<file path="src/rtl/sdiv_pkg.sv">
// Package: sdiv_pkg
// Word map and decode helpers shared by the divider modules.
// Assumes a word-addressed bus of ADDR_W bits.
package sdiv_pkg;
    localparam int ADDR_W = 3;

    localparam logic [ADDR_W-1:0] W_DIVISOR = 3'd0;
    localparam logic [ADDR_W-1:0] W_START32 = 3'd1;
    localparam logic [ADDR_W-1:0] W_REM     = 3'd4;
    localparam logic [ADDR_W-1:0] W_START64 = 3'd5;
    localparam logic [ADDR_W-1:0] W_REM_CPY = 3'd6;
    localparam logic [ADDR_W-1:0] W_QUO_CPY = 3'd7;

    // True for the two words whose write launches a divide.
    function automatic logic is_start(input logic [ADDR_W-1:0] a);
        return (a == W_START32) || (a == W_START64);
    endfunction
endpackage

</file>
<file path="src/rtl/sdiv_ctrl.sv">
// Module: sdiv_ctrl
// Sequencer. It counts ITER step cycles after a start and then raises a
// one-cycle commit. A start always restarts the count and suppresses commit.
// Assumes ITER >= 1.
module sdiv_ctrl #(
    parameter int ITER = 32
) (
    input  logic clk,
    input  logic rst_n,
    input  logic start,
    output logic busy,
    output logic step,
    output logic commit
);
    localparam int CW = $clog2(ITER + 1);
    localparam logic [CW-1:0] CNT_LAST = CW'(ITER);

    logic [CW-1:0] cnt;

    // Busy flag and step counter.
    always_ff @(posedge clk) begin
        if (!rst_n) begin
            busy <= 1'b0;
            cnt  <= '0;
        end else if (start) begin
            busy <= 1'b1;
            cnt  <= '0;
        end else if (busy) begin
            if (cnt == CNT_LAST) begin
                busy <= 1'b0;
                cnt  <= '0;
            end else begin
                cnt <= cnt + 1'b1;
            end
        end
    end

    // Step and commit strobes; a start beats both.
    always_comb begin
        step   = busy && !start && (cnt != CNT_LAST);
        commit = busy && !start && (cnt == CNT_LAST);
    end

    assert_start_busy_R8: assert property (@(posedge clk) disable iff (!rst_n)
        start |=> (busy && cnt == '0));
    assert_commit_ends_R8: assert property (@(posedge clk) disable iff (!rst_n)
        commit |=> !busy);
    assert_count_advances_R8: assert property (@(posedge clk) disable iff (!rst_n)
        step |=> (cnt == $past(cnt) + 1'b1));
    assert_restart_R9: assert property (@(posedge clk) disable iff (!rst_n)
        (busy && start) |=> (busy && cnt == '0));
endmodule

</file>
<file path="src/rtl/sdiv_engine.sv">
// Module: sdiv_engine
// Iterative restoring divider on magnitudes. STEPS quotient bits are retired
// per step cycle through a generated chain of compare/subtract stages. The
// signed quotient (clamped to DW signed bits) and the signed remainder are
// formed combinationally from the state.
// Assumes (2*DW) % STEPS == 0.
module sdiv_engine #(
    parameter int DW    = 32,
    parameter int STEPS = 2
) (
    input  logic          clk,
    input  logic          rst_n,
    input  logic          load,
    input  logic          long_mode,
    input  logic [DW-1:0] hi_word,
    input  logic [DW-1:0] lo_word,
    input  logic [DW-1:0] divisor,
    input  logic          step,
    output logic [DW-1:0] quot,
    output logic [DW-1:0] rem,
    output logic          div_zero,
    output logic          ovf
);
    localparam int NW = 2 * DW;
    localparam logic [NW-1:0] POS_LIM = {{(DW+1){1'b0}}, {(DW-1){1'b1}}};
    localparam logic [NW-1:0] NEG_LIM = {{DW{1'b0}}, 1'b1, {(DW-1){1'b0}}};
    localparam logic [DW-1:0] SAT_POS = {1'b0, {(DW-1){1'b1}}};
    localparam logic [DW-1:0] SAT_NEG = {1'b1, {(DW-1){1'b0}}};

    logic [NW-1:0] acc;
    logic [DW-1:0] prem;
    logic [DW-1:0] dmag;
    logic          qneg, rneg;

    logic [NW-1:0] num;
    logic [NW-1:0] num_mag;
    logic [DW-1:0] den_mag;

    // Operand sign handling at load time.
    always_comb begin
        num     = long_mode ? {hi_word, lo_word} : {{DW{lo_word[DW-1]}}, lo_word};
        num_mag = num[NW-1] ? (~num + 1'b1) : num;
        den_mag = divisor[DW-1] ? (~divisor + 1'b1) : divisor;
    end

    logic [NW-1:0] a_ch [0:STEPS];
    logic [DW-1:0] r_ch [0:STEPS];

    assign a_ch[0] = acc;
    assign r_ch[0] = prem;

    for (genvar g = 0; g < STEPS; g++) begin : g_stage
        logic [DW:0] trial;
        logic        fits;
        // One restoring step: shift in a dividend bit, subtract if it fits.
        always_comb begin
            trial = {r_ch[g], a_ch[g][NW-1]};
            fits  = (trial >= {1'b0, dmag});
            a_ch[g+1] = {a_ch[g][NW-2:0], fits};
            r_ch[g+1] = fits ? (trial[DW-1:0] - dmag) : trial[DW-1:0];
        end
    end

    // Engine state: load operands or advance STEPS bits.
    always_ff @(posedge clk) begin
        if (!rst_n) begin
            acc      <= '0;
            prem     <= '0;
            dmag     <= '0;
            qneg     <= 1'b0;
            rneg     <= 1'b0;
            div_zero <= 1'b1;
        end else if (load) begin
            acc      <= num_mag;
            prem     <= '0;
            dmag     <= den_mag;
            qneg     <= num[NW-1] ^ divisor[DW-1];
            rneg     <= num[NW-1];
            div_zero <= (divisor == '0);
        end else if (step) begin
            acc  <= a_ch[STEPS];
            prem <= r_ch[STEPS];
        end
    end

    // Signed results with quotient clamping.
    always_comb begin
        ovf  = qneg ? (acc > NEG_LIM) : (acc > POS_LIM);
        if (ovf)
            quot = qneg ? SAT_NEG : SAT_POS;
        else
            quot = qneg ? (~acc[DW-1:0] + 1'b1) : acc[DW-1:0];
        rem = rneg ? (~prem + 1'b1) : prem;
    end

    assert_rem_bound_R5: assert property (@(posedge clk) disable iff (!rst_n)
        !div_zero |-> (prem < dmag));
    assert_rem_sign_R5: assert property (@(posedge clk) disable iff (!rst_n)
        (!div_zero && prem != '0) |-> (rem[DW-1] == rneg));
    assert_saturate_R6: assert property (@(posedge clk) disable iff (!rst_n)
        ovf |-> (quot == SAT_POS || quot == SAT_NEG));
endmodule

</file>
<file path="src/rtl/sdiv_regfile.sv">
// Module: sdiv_regfile
// Bus-visible words: divisor, 32-bit dividend/quotient, staging high word and
// the mirrored result pairs. A commit overrides a same-cycle plain write.
// Assumes a commit never coincides with a start write, which the sequencer
// guarantees.
module sdiv_regfile
    import sdiv_pkg::*;
#(
    parameter int DW = 32
) (
    input  logic              clk,
    input  logic              rst_n,
    input  logic              wr,
    input  logic [ADDR_W-1:0] addr,
    input  logic [DW-1:0]     wdata,
    output logic [DW-1:0]     rdata,
    input  logic              commit,
    input  logic [DW-1:0]     res_q,
    input  logic [DW-1:0]     res_r,
    input  logic              res_zero,
    output logic [DW-1:0]     divisor,
    output logic [DW-1:0]     hi_word
);
    logic [DW-1:0] w1, w4, w5, w6, w7;
    logic          mode_long;

    logic [DW-1:0] q_store, r_store;

    // Results as stored: zeroed on a zero divisor.
    always_comb begin
        q_store = res_zero ? '0 : res_q;
        r_store = res_zero ? '0 : res_r;
    end

    // Divisor word and mode capture.
    always_ff @(posedge clk) begin
        if (!rst_n) begin
            divisor   <= '0;
            mode_long <= 1'b0;
        end else if (wr) begin
            if (addr == W_DIVISOR) divisor <= wdata;
            if (addr == W_START32) mode_long <= 1'b0;
            if (addr == W_START64) mode_long <= 1'b1;
        end
    end

    // Word 1: written dividend, then quotient in 32/32 mode.
    always_ff @(posedge clk) begin
        if (!rst_n)
            w1 <= '0;
        else if (commit && !mode_long && !res_zero)
            w1 <= q_store;
        else if (wr && addr == W_START32)
            w1 <= wdata;
    end

    // Result words and their copies; commit beats plain writes.
    always_ff @(posedge clk) begin
        if (!rst_n) begin
            w4 <= '0;
            w5 <= '0;
            w6 <= '0;
            w7 <= '0;
        end else if (commit) begin
            w4 <= r_store;
            w6 <= r_store;
            w5 <= q_store;
            w7 <= q_store;
        end else if (wr) begin
            case (addr)
                W_REM:     w4 <= wdata;
                W_START64: w5 <= wdata;
                W_REM_CPY: w6 <= wdata;
                W_QUO_CPY: w7 <= wdata;
                default:   ;
            endcase
        end
    end

    assign hi_word = w4;

    // Read multiplexer.
    always_comb begin
        case (addr)
            W_DIVISOR: rdata = divisor;
            W_START32: rdata = w1;
            W_REM:     rdata = w4;
            W_START64: rdata = w5;
            W_REM_CPY: rdata = w6;
            W_QUO_CPY: rdata = w7;
            default:   rdata = '0;
        endcase
    end

    assert_mirror_R12: assert property (@(posedge clk) disable iff (!rst_n)
        commit |=> (w4 == w6 && w5 == w7));
    assert_zero_div_R7: assert property (@(posedge clk) disable iff (!rst_n)
        (commit && res_zero) |=> (w4 == '0 && w5 == '0));
    assert_keep_dividend_R7: assert property (@(posedge clk) disable iff (!rst_n)
        (commit && res_zero) |=> $stable(w1));
    assert_long_keeps_w1_R4: assert property (@(posedge clk) disable iff (!rst_n)
        (commit && mode_long) |=> $stable(w1));
endmodule

</file>
<file path="src/rtl/sdiv_unit.sv">
// Module: sdiv_unit (top)
// Memory-mapped signed divider with 32/32 and 64/32 modes. A write to a start
// word loads the engine and (re)starts the sequencer. After ITER step cycles
// one commit cycle stores the results.
// Assumes DW = 32 for the bus map and (2*DW) % STEPS == 0.
module sdiv_unit
    import sdiv_pkg::*;
#(
    parameter int DW    = 32,
    parameter int STEPS = 2
) (
    input  logic              clk,
    input  logic              rst_n,
    input  logic              bus_wr,
    input  logic [ADDR_W-1:0] bus_addr,
    input  logic [DW-1:0]     bus_wdata,
    output logic [DW-1:0]     bus_rdata,
    output logic              busy
);
    localparam int ITER = (2 * DW) / STEPS;

    logic          start, long_sel, step, commit;
    logic [DW-1:0] divisor, hi_word, res_q, res_r;
    logic          res_zero, res_ovf;

    // Start decode from the bus.
    always_comb begin
        start    = bus_wr && is_start(bus_addr);
        long_sel = (bus_addr == W_START64);
    end

    sdiv_ctrl #(.ITER(ITER)) i_ctrl (
        .clk    (clk),
        .rst_n  (rst_n),
        .start  (start),
        .busy   (busy),
        .step   (step),
        .commit (commit)
    );

    sdiv_engine #(.DW(DW), .STEPS(STEPS)) i_engine (
        .clk       (clk),
        .rst_n     (rst_n),
        .load      (start),
        .long_mode (long_sel),
        .hi_word   (hi_word),
        .lo_word   (bus_wdata),
        .divisor   (divisor),
        .step      (step),
        .quot      (res_q),
        .rem       (res_r),
        .div_zero  (res_zero),
        .ovf       (res_ovf)
    );

    sdiv_regfile #(.DW(DW)) i_regs (
        .clk      (clk),
        .rst_n    (rst_n),
        .wr       (bus_wr),
        .addr     (bus_addr),
        .wdata    (bus_wdata),
        .rdata    (bus_rdata),
        .commit   (commit),
        .res_q    (res_q),
        .res_r    (res_r),
        .res_zero (res_zero),
        .divisor  (divisor),
        .hi_word  (hi_word)
    );

    assert_commit_needs_busy_R8: assert property (@(posedge clk) disable iff (!rst_n)
        commit |-> busy);
    assert_ovf_quot_R6: assert property (@(posedge clk) disable iff (!rst_n)
        (commit && res_ovf && !res_zero) |=> (bus_addr != W_QUO_CPY || bus_wr ||
            bus_rdata == {1'b0, {(DW-1){1'b1}}} || bus_rdata == {1'b1, {(DW-1){1'b0}}}));
endmodule

</file>
<file path="config.mk">
export PLATFORM = sky130hd
export DESIGN_NAME = sdiv_unit
export DESIGN_NICKNAME = d
export VERILOG_FILES = /design/src/rtl/sdiv_pkg.sv /design/src/rtl/sdiv_ctrl.sv /design/src/rtl/sdiv_engine.sv /design/src/rtl/sdiv_regfile.sv /design/src/rtl/sdiv_unit.sv
export SDC_FILE = /design/constraint.sdc
export NUM_CORES = 1
export LEC_CHECK = 0
export BUFFER_PORTS_ARGS = -buffer_cell sky130_fd_sc_hd__buf_2
export CORE_ASPECT_RATIO = 1.2
export CORE_MARGIN = 4
export CORE_UTILIZATION = 55
export CTS_CLUSTER_SIZE = 25
export DETAILED_ROUTE_END_ITERATION = 12
export PLACE_DENSITY = 0.72
export SYNTH_ARGS = -nofsm -noshare
export SYNTH_HDL_FRONTEND = slang
export SYNTH_HIERARCHICAL = 1
export SYNTH_SLANG_ARGS = --single-unit
</file>
<file path="constraint.sdc">
create_clock -name clk -period 11.7 [get_ports clk]
set_clock_uncertainty 0.15 [all_clocks]
set_input_delay 1.17 -clock clk [delete_from_list [all_inputs] [get_ports clk]]
set_output_delay 1.17 -clock clk [all_outputs]
set_load 0.005 [all_outputs]
</file>
==> results of run 1 <==
[cell type report]
type,count,area (um2)
Clock buffer,49,1060
Inverter,100,380
Timing Repair Buffer,107,646
Clock inverter,14,209
Multi-Input combinational cell,2276,15000
Tap cell,539,674
Sequential cell,331,6630
Fill cell,3756,16400
[synthesized netlist by cell type (all sizes together), types with 44 or more instances]
cell	instances	share of area
o22ai	44	0.012
a211oi	133	0.050
nand3	47	0.010
clkbuf	146	0.024
o21ai	162	0.036
a31oi	82	0.022
nor3	144	0.031
a21oi	240	0.052
nor2	183	0.030
mux2i	104	0.045
dfxtp	331	0.29
nor2b	81	0.022
ha	70	0.038
buf	72	0.019
xor2	93	0.035
nand2	324	0.053
xnor2	79	0.030
inv	99	0.016
[stage by stage]
step / setup WS, ps / cell area (um2) / utilization / instances / power, uW
2_1_floorplan: 6070 / 23000 / - / 2925 / 3000
3_3_place_gp: 4440 / 23400 / 0.569 / 3353 / 3610
3_5_place_dp: 4320 / 23400 / 0.569 / 3353 / 3620
4_1_cts: 4280 / 24600 / 0.600 / 3416 / 4850
5_1_grt: 3800 / 24600 / 0.600 / 3416 / 5150
6_report: 4280 / 24600 / 0.600 / 3416 / 4880
[kinds of logic (layout without fill, tap and decap cells)]
logic type	Yosys count	after routing	share of synthesized area
AOI/OAI and AO/OA	924	924	0.270
xor gates and xnor gates	172	172	0.0656
adders and majority gates	72	72	0.0399
buffers and inverters	318	270	0.0597
DFF	331	331	0.289
muxes	151	151	0.0733
and+or+nand+nor	957	957	0.204
[registers in the layout, indices dropped and copies added (netlist names), 6 cells and up]
name / flops
i_engine/prem: 32
i_regs/w1: 32
i_regs/w6: 32
i_regs/w7: 32
i_ctrl/cnt: 6
i_regs/w5: 32
i_engine/acc: 64
i_regs/hi_word: 32
i_regs/divisor: 32
i_engine/dmag: 32
[worst max-delay path, delay by kind of cell, from the launching register on]
kind            cells  cell delay (ps)
flops               1              550
fa+ha+maj           2              770
buf+inv             1              240
compound gates     11             4040
simple gates        4             1490
[worst min path at each step]
stage / to / slack, ps / depth (start not counted)
after floorplan: i_regs/w1[1] / 300 / 2
after global placement: i_regs/w1[19] / 310 / 2
after detailed placement: i_regs/w1[30] / 310 / 2
after CTS: i_regs/w1[23] / 330 / 2
after global routing: i_regs/w1[15] / 340 / 2
final: i_engine/dmag[8] / 330 / 1
[per-layer routing]
| metal | GRT usage | share of wire |
|---|---|---|
| met1 | 0.441 | 0.40 |
| met2 | 0.591 | 0.47 |
| met3 | 0.0470 | 0.081 |
| met4 | 0.165 | 0.054 |
| met5 | 0 | 0.00068 |
[where the power goes]
group          internal [uW]  total [uW]  switching, uW
Sequential              1170        1230           61.1
Clock                    750        1240            486
Combinational            900        2420           1520
Total                   2820        4880           2060
==> run summary, run 1 <==
Cell variety after synth - 91
Max stage delay on crit path - 950 ps
Critical R2R Launch - i_engine/prem[0]
IO buf count - 70
Antenna violations before repair - 6
Nets - 2963
I/O Pins - 71
Slew Limit Fails - 0
Clock Path Buffers - 3
Status - finished clean
Yosys Warn Count - 6
Antenna diodes - 0
MaxCap Viol Count - 0
Remaining Overflow, GRT - 0
Inserted Clock Buffers - 37
R2R Setup Slk - 4280 ps
Fin Setup TNS - 0 ps
Cell area after synthesis - 23000 um2
Post-CTS sizing - 0
Post-synth EDFFs - 0
VDD IR max - 0.268 mV
Leak - 0.00938 uW
DRC errors left - 0
Yosys reg bits - 331
Mapped Nets - 3035
Total GRT Usage - 0.349
Clock root cell - clkbuf_16
Launch point of the worst path - i_engine/prem[0]
Setup violators final - 0
Synthesized area per cell - 7.85 um2
Placer Congestion - 0.957
Largest net degree at the start of global routing - 135
CP cell instances - ha_1 > nor2b_1 > o31ai_1 > a21oi_1 > a41o_1 > o2111ai_1 > buf_4 > and2_1 > o21ai_0 > ha_1 > and3_1 > a311oi_1 > a32o_1 > a31oi_1 > a21oi_1 > o211a_1 > or3b_2 > a31oi_1
Worst Hold Class - flop to flop
DR WL/cell - 24.1 um
Power per cell area - 198 nW/um2
Worst-Margin Slew - 1280 ps
Max Freq - 135 MHz
Most frequent cells in the layout - 331 x dfxtp_1, 324 x nand2_1, 239 x a21oi_1
Clock Latency Late Sink - 540 ps
Die Wd - 195 um
Number of global-route vias before repair - 21500
Die footprint - 45100 um2
Hold Crit Start - i_engine/dmag[8]
Critical path's slowest cell - o211a_1
DR iter-0 viols - 2587
Period utilisation layout - 0.634
Row cnt - 81
Die height - 232 um
HPWL Detailed - 59700 um
Endpoint type of the worst setup path - flop
Reg2reg path depth - 18
Type of the worst setup path - flop to flop
Vias - 22800
Worst hold slack - 326 ps
CP Max Fanout - 27
Total wire length - 82500 um
WP data required - 11930 ps
TritonCTS Sinks - 331
Post-CTS Setup Inserts - 0
H-tree levels - 2
Synth async-reset ratio - 0
Worst setup endpoint - i_engine/prem[30]
Register area share after synthesis - 0.289
Core Box Area - 41000 um2
Top_reg_cell synth - dfxtp_1
Max-slew headroom - 0.149
Endpoints failing hold - 0
CP startpoint kind - flop
Worst-path clk slew - 60 ps
DRT Pass-1 Iters - 5
Hold-fix buffers, CTS - 0
Reg-to-Reg End - i_engine/prem[30]
Most common cell after layout, fill and taps aside - dfxtp_1
Via/cell ratio - 6.66
Global-route wire length before repair - 126000 um
Tmin final - 7420 ps
Area added between synthesis and finish - 7.26%
Cells after Synth - 2925
Routed Antenna Nets - 0
Critical path arrival - 7650 ps
RSZ-0062 raised after global routing - false
Initial core utilization - 0.560
CTS tree - built
Fraction of layout cells with a size suffix above 1 - 0.104
(Power assumes the default switching activity.)
==> inputs of run 2 (changes only) <==
--- a/config.mk
+++ b/config.mk
@@ -11,7 +11,7 @@
 export CORE_UTILIZATION = 55
 export CTS_CLUSTER_SIZE = 25
 export DETAILED_ROUTE_END_ITERATION = 12
-export PLACE_DENSITY = 0.72
+export PLACE_DENSITY = 0.75
 export SYNTH_ARGS = -nofsm -noshare
 export SYNTH_HDL_FRONTEND = slang
 export SYNTH_HIERARCHICAL = 1
==> constraint.sdc (replaced) <==
create_clock -name clk -period 6.3 [get_ports clk]
set_clock_uncertainty 0.15 [all_clocks]
set_input_delay 0.63 -clock clk [delete_from_list [all_inputs] [get_ports clk]]
set_output_delay 0.63 -clock clk [all_outputs]
set_load 0.005 [all_outputs]
==> run 2 against run 1 <==
  * Utilization is 0.88 points higher
  * Register-to-register slack worse by 4000 ps
  * Clock-buffer cell count stayed put
  * Sequential power is 85% higher
  * Global-route usage is 0.50 points higher
  * Cell count is 1.3% higher
  * Power is 91% higher
  * Non-clock buffer count is 38 higher
  * Flip-flop and latch count stayed put
  * Combinational power is 99% higher
  * Critical endpoint unchanged
  * Largest power group unchanged
  * Highest routed layer unchanged
==> run summary, run 2 (same netlist as run 1, synthesis figures left out) <==
Status - finished clean
TritonCTS Sinks - 331
Core Box Area - 41000 um2
Slew Limit Fails - 0
Period utilisation layout - 0.961
Row cnt - 81
DRC errors left - 0
Total wire length - 84000 um
Largest Register - i_engine/acc
Critical path's slowest cell - or4b_2
Critical R2R Launch - i_engine/prem[11]
Logic pwr share - 0.516
Max Freq - 165 MHz
Reg2reg path depth - 20
Clock root cell - clkbuf_16
Placed cell area - 23600 um2
MaxCap Viol Count - 0
CP top delay family - compound AO/OA/AOI/OAI gates
Setup violators final - 0
Antenna violations before repair - 7
Worst hold slack - 223 ps
Endpoint type of the worst setup path - flop
Max stage delay on crit path - 700 ps
DRT Pass-1 Iters - 6
CTS tree - built
Launch point of the worst path - i_engine/prem[11]
Clock Path Buffers - 3
CP cell instances - ha_1 > a21oi_1 > o21ai_0 > a22o_1 > o211a_1 > o2111ai_1 > buf_4 > and2_1 > buf_4 > o21ai_0 > ha_1 > nand4_1 > inv_1 > a22oi_1 > a31oi_1 > or4b_2 > a21oi_1 > nor3_1 > or3b_2 > a31oi_1
Endpoints failing hold - 0
Placer Congestion - 1.02
Remaining Overflow, GRT - 0
Leak - 0.00957 uW
Number of flip-flops under the largest register name - 64
Power Total - 9330 uW
Vias - 23200
Largest net degree at the start of global routing - 107
Final core occ - 0.609
Routed Antenna Nets - 0
Nets - 3002
Worst Hold Class - primary input to flop
Worst-Margin Slew - 1240 ps
I/O Pins - 71
Design area - 25000 um2
Power per cell area - 373 nW/um2
Total GRT Usage - 0.354
Min-Delay Path Depth - 3
Max-slew headroom - 0.165
Die height - 232 um
Clock Latency Late Sink - 570 ps
Type of the worst setup path - flop to flop
HPWL Detailed - 60900 um
Worst-path clk slew - 60 ps
Tmin final - 6050 ps
R2R Setup Slk - 250 ps
H-tree levels - 2
Worst Path Buf+Inv - 3
RSZ-0062 raised after global routing - false
Inserted Clock Buffers - 38
Area added between synthesis and finish - 8.83%
Sw Share - 0.429
CP Max Fanout - 18
Critical path arrival - 6390 ps
Die Wd - 195 um
CP startpoint kind - flop
Die footprint - 45100 um2
Int Pwr - 5330 uW
Global-route wire length before repair - 128000 um
VDD IR max - 0.589 mV
Hold endpoint - i_regs/divisor[18]
DR iter-0 viols - 2301
Reg-to-Reg End - i_engine/prem[30]
Number of global-route vias before repair - 21900
DR WL/cell - 24.3 um
Most frequent cells in the layout - 330 x dfxtp_1, 324 x nand2_1, 236 x a21oi_1
Via/cell ratio - 6.70
Fraction of layout cells with a size suffix above 1 - 0.121
IO buf count - 70
Clock power share - 0.239
WP data required - 6630 ps
Net Switching - 4010 uW
Flop pwr share - 0.245
Initial core utilization - 0.560
Hold Crit Start - bus_wdata[18]
Most common cell after layout, fill and taps aside - dfxtp_1
run 2: cell count changes in the layout (fill, tap and decap cells not counted), sizes merged:
| cell | before | now |
|---|---|---|
| buf | 107 | 145 |
| bufinv | 5 | 2 |
| clkinv | 7 | 14 |
| diode | 0 | 6 |
| inv | 101 | 99 |
run 2: cell type report:
type,instances,area [um2]
timing repair buffer,145,956
fill,3705,16100
antenna,6,15.0
tap,539,674
multi-input combinational,2276,15100
sequential,331,6630
clock inverter,16,159
inverter,100,380
clock buffer,49,1070
run 2: metrics by stage:
| stage | setup TNS, ps | cells | worst slack (ps) |
|---|---|---|---|
| after global routing | 0 | 3458 | 22.2 |
| after floorplan | 0 | 2925 | 671 |
| final | 0 | 3462 | 248 |
| after global placement | -157 | 3387 | -73.4 |
| after detailed placement | -239 | 3387 | -109 |
| after CTS | 0 | 3452 | 24.6 |
run 2: power groups by stage:
stage	clock network (uW)	logic, uW	registers (uW)
floorplan	0	3280	2290
global placement	0	4600	2320
detailed placement	0	4630	2320
CTS	2260	4660	2280
global route	2330	5200	2290
finish	2230	4820	2280
run 2: how the worst max path moves through the flow:
stage,endpoint,slack [ps],depth (start not counted)
3_5_place_dp,i_engine/prem[28],-110,20
4_1_cts,i_engine/prem[28],20,20
5_1_grt,i_engine/prem[30],20,21
6_report,i_engine/prem[30],250,20
2_1_floorplan,i_engine/prem[30],670,22
3_3_place_gp,i_engine/prem[28],-70,20
run 2: what timing repair did:
| action | CTS | global route |
|---|---|---|
| pin swaps | 0 | 3 |
| hold buffers | 0 | 0 |
| setup endpoints to repair | 3 | 33 |
| buffers inserted | 0 | 4 |
| gates resized for setup | 1 | 13 |
run 2: metal layers:
| metal | part of all wire | GRT usage | vias to the layer above |
|---|---|---|---|
| met2 | 0.46 | 0.587 | 1200 |
| met3 | 0.090 | 0.0575 | 284 |
| li1 | - | - | 10600 |
| met1 | 0.39 | 0.445 | 11100 |
| met5 | 0.00014 | 0 | - |
| met4 | 0.058 | 0.183 | 2 |
run 2: worst reg2reg max path, stage by stage (launching register included):
cell and delay, ps:
dfxtp_1 510, ha_1 390, a21oi_1 170, o21ai_0 140, a22o_1 300, o211a_1 270, o2111ai_1 390, buf_4 210
and2_1 270, buf_4 310, o21ai_0 140, ha_1 380, nand4_1 180, inv_1 60, a22oi_1 270, a31oi_1 270
or4b_2 700, a21oi_1 200, nor3_1 70, or3b_2 440, a31oi_1 170
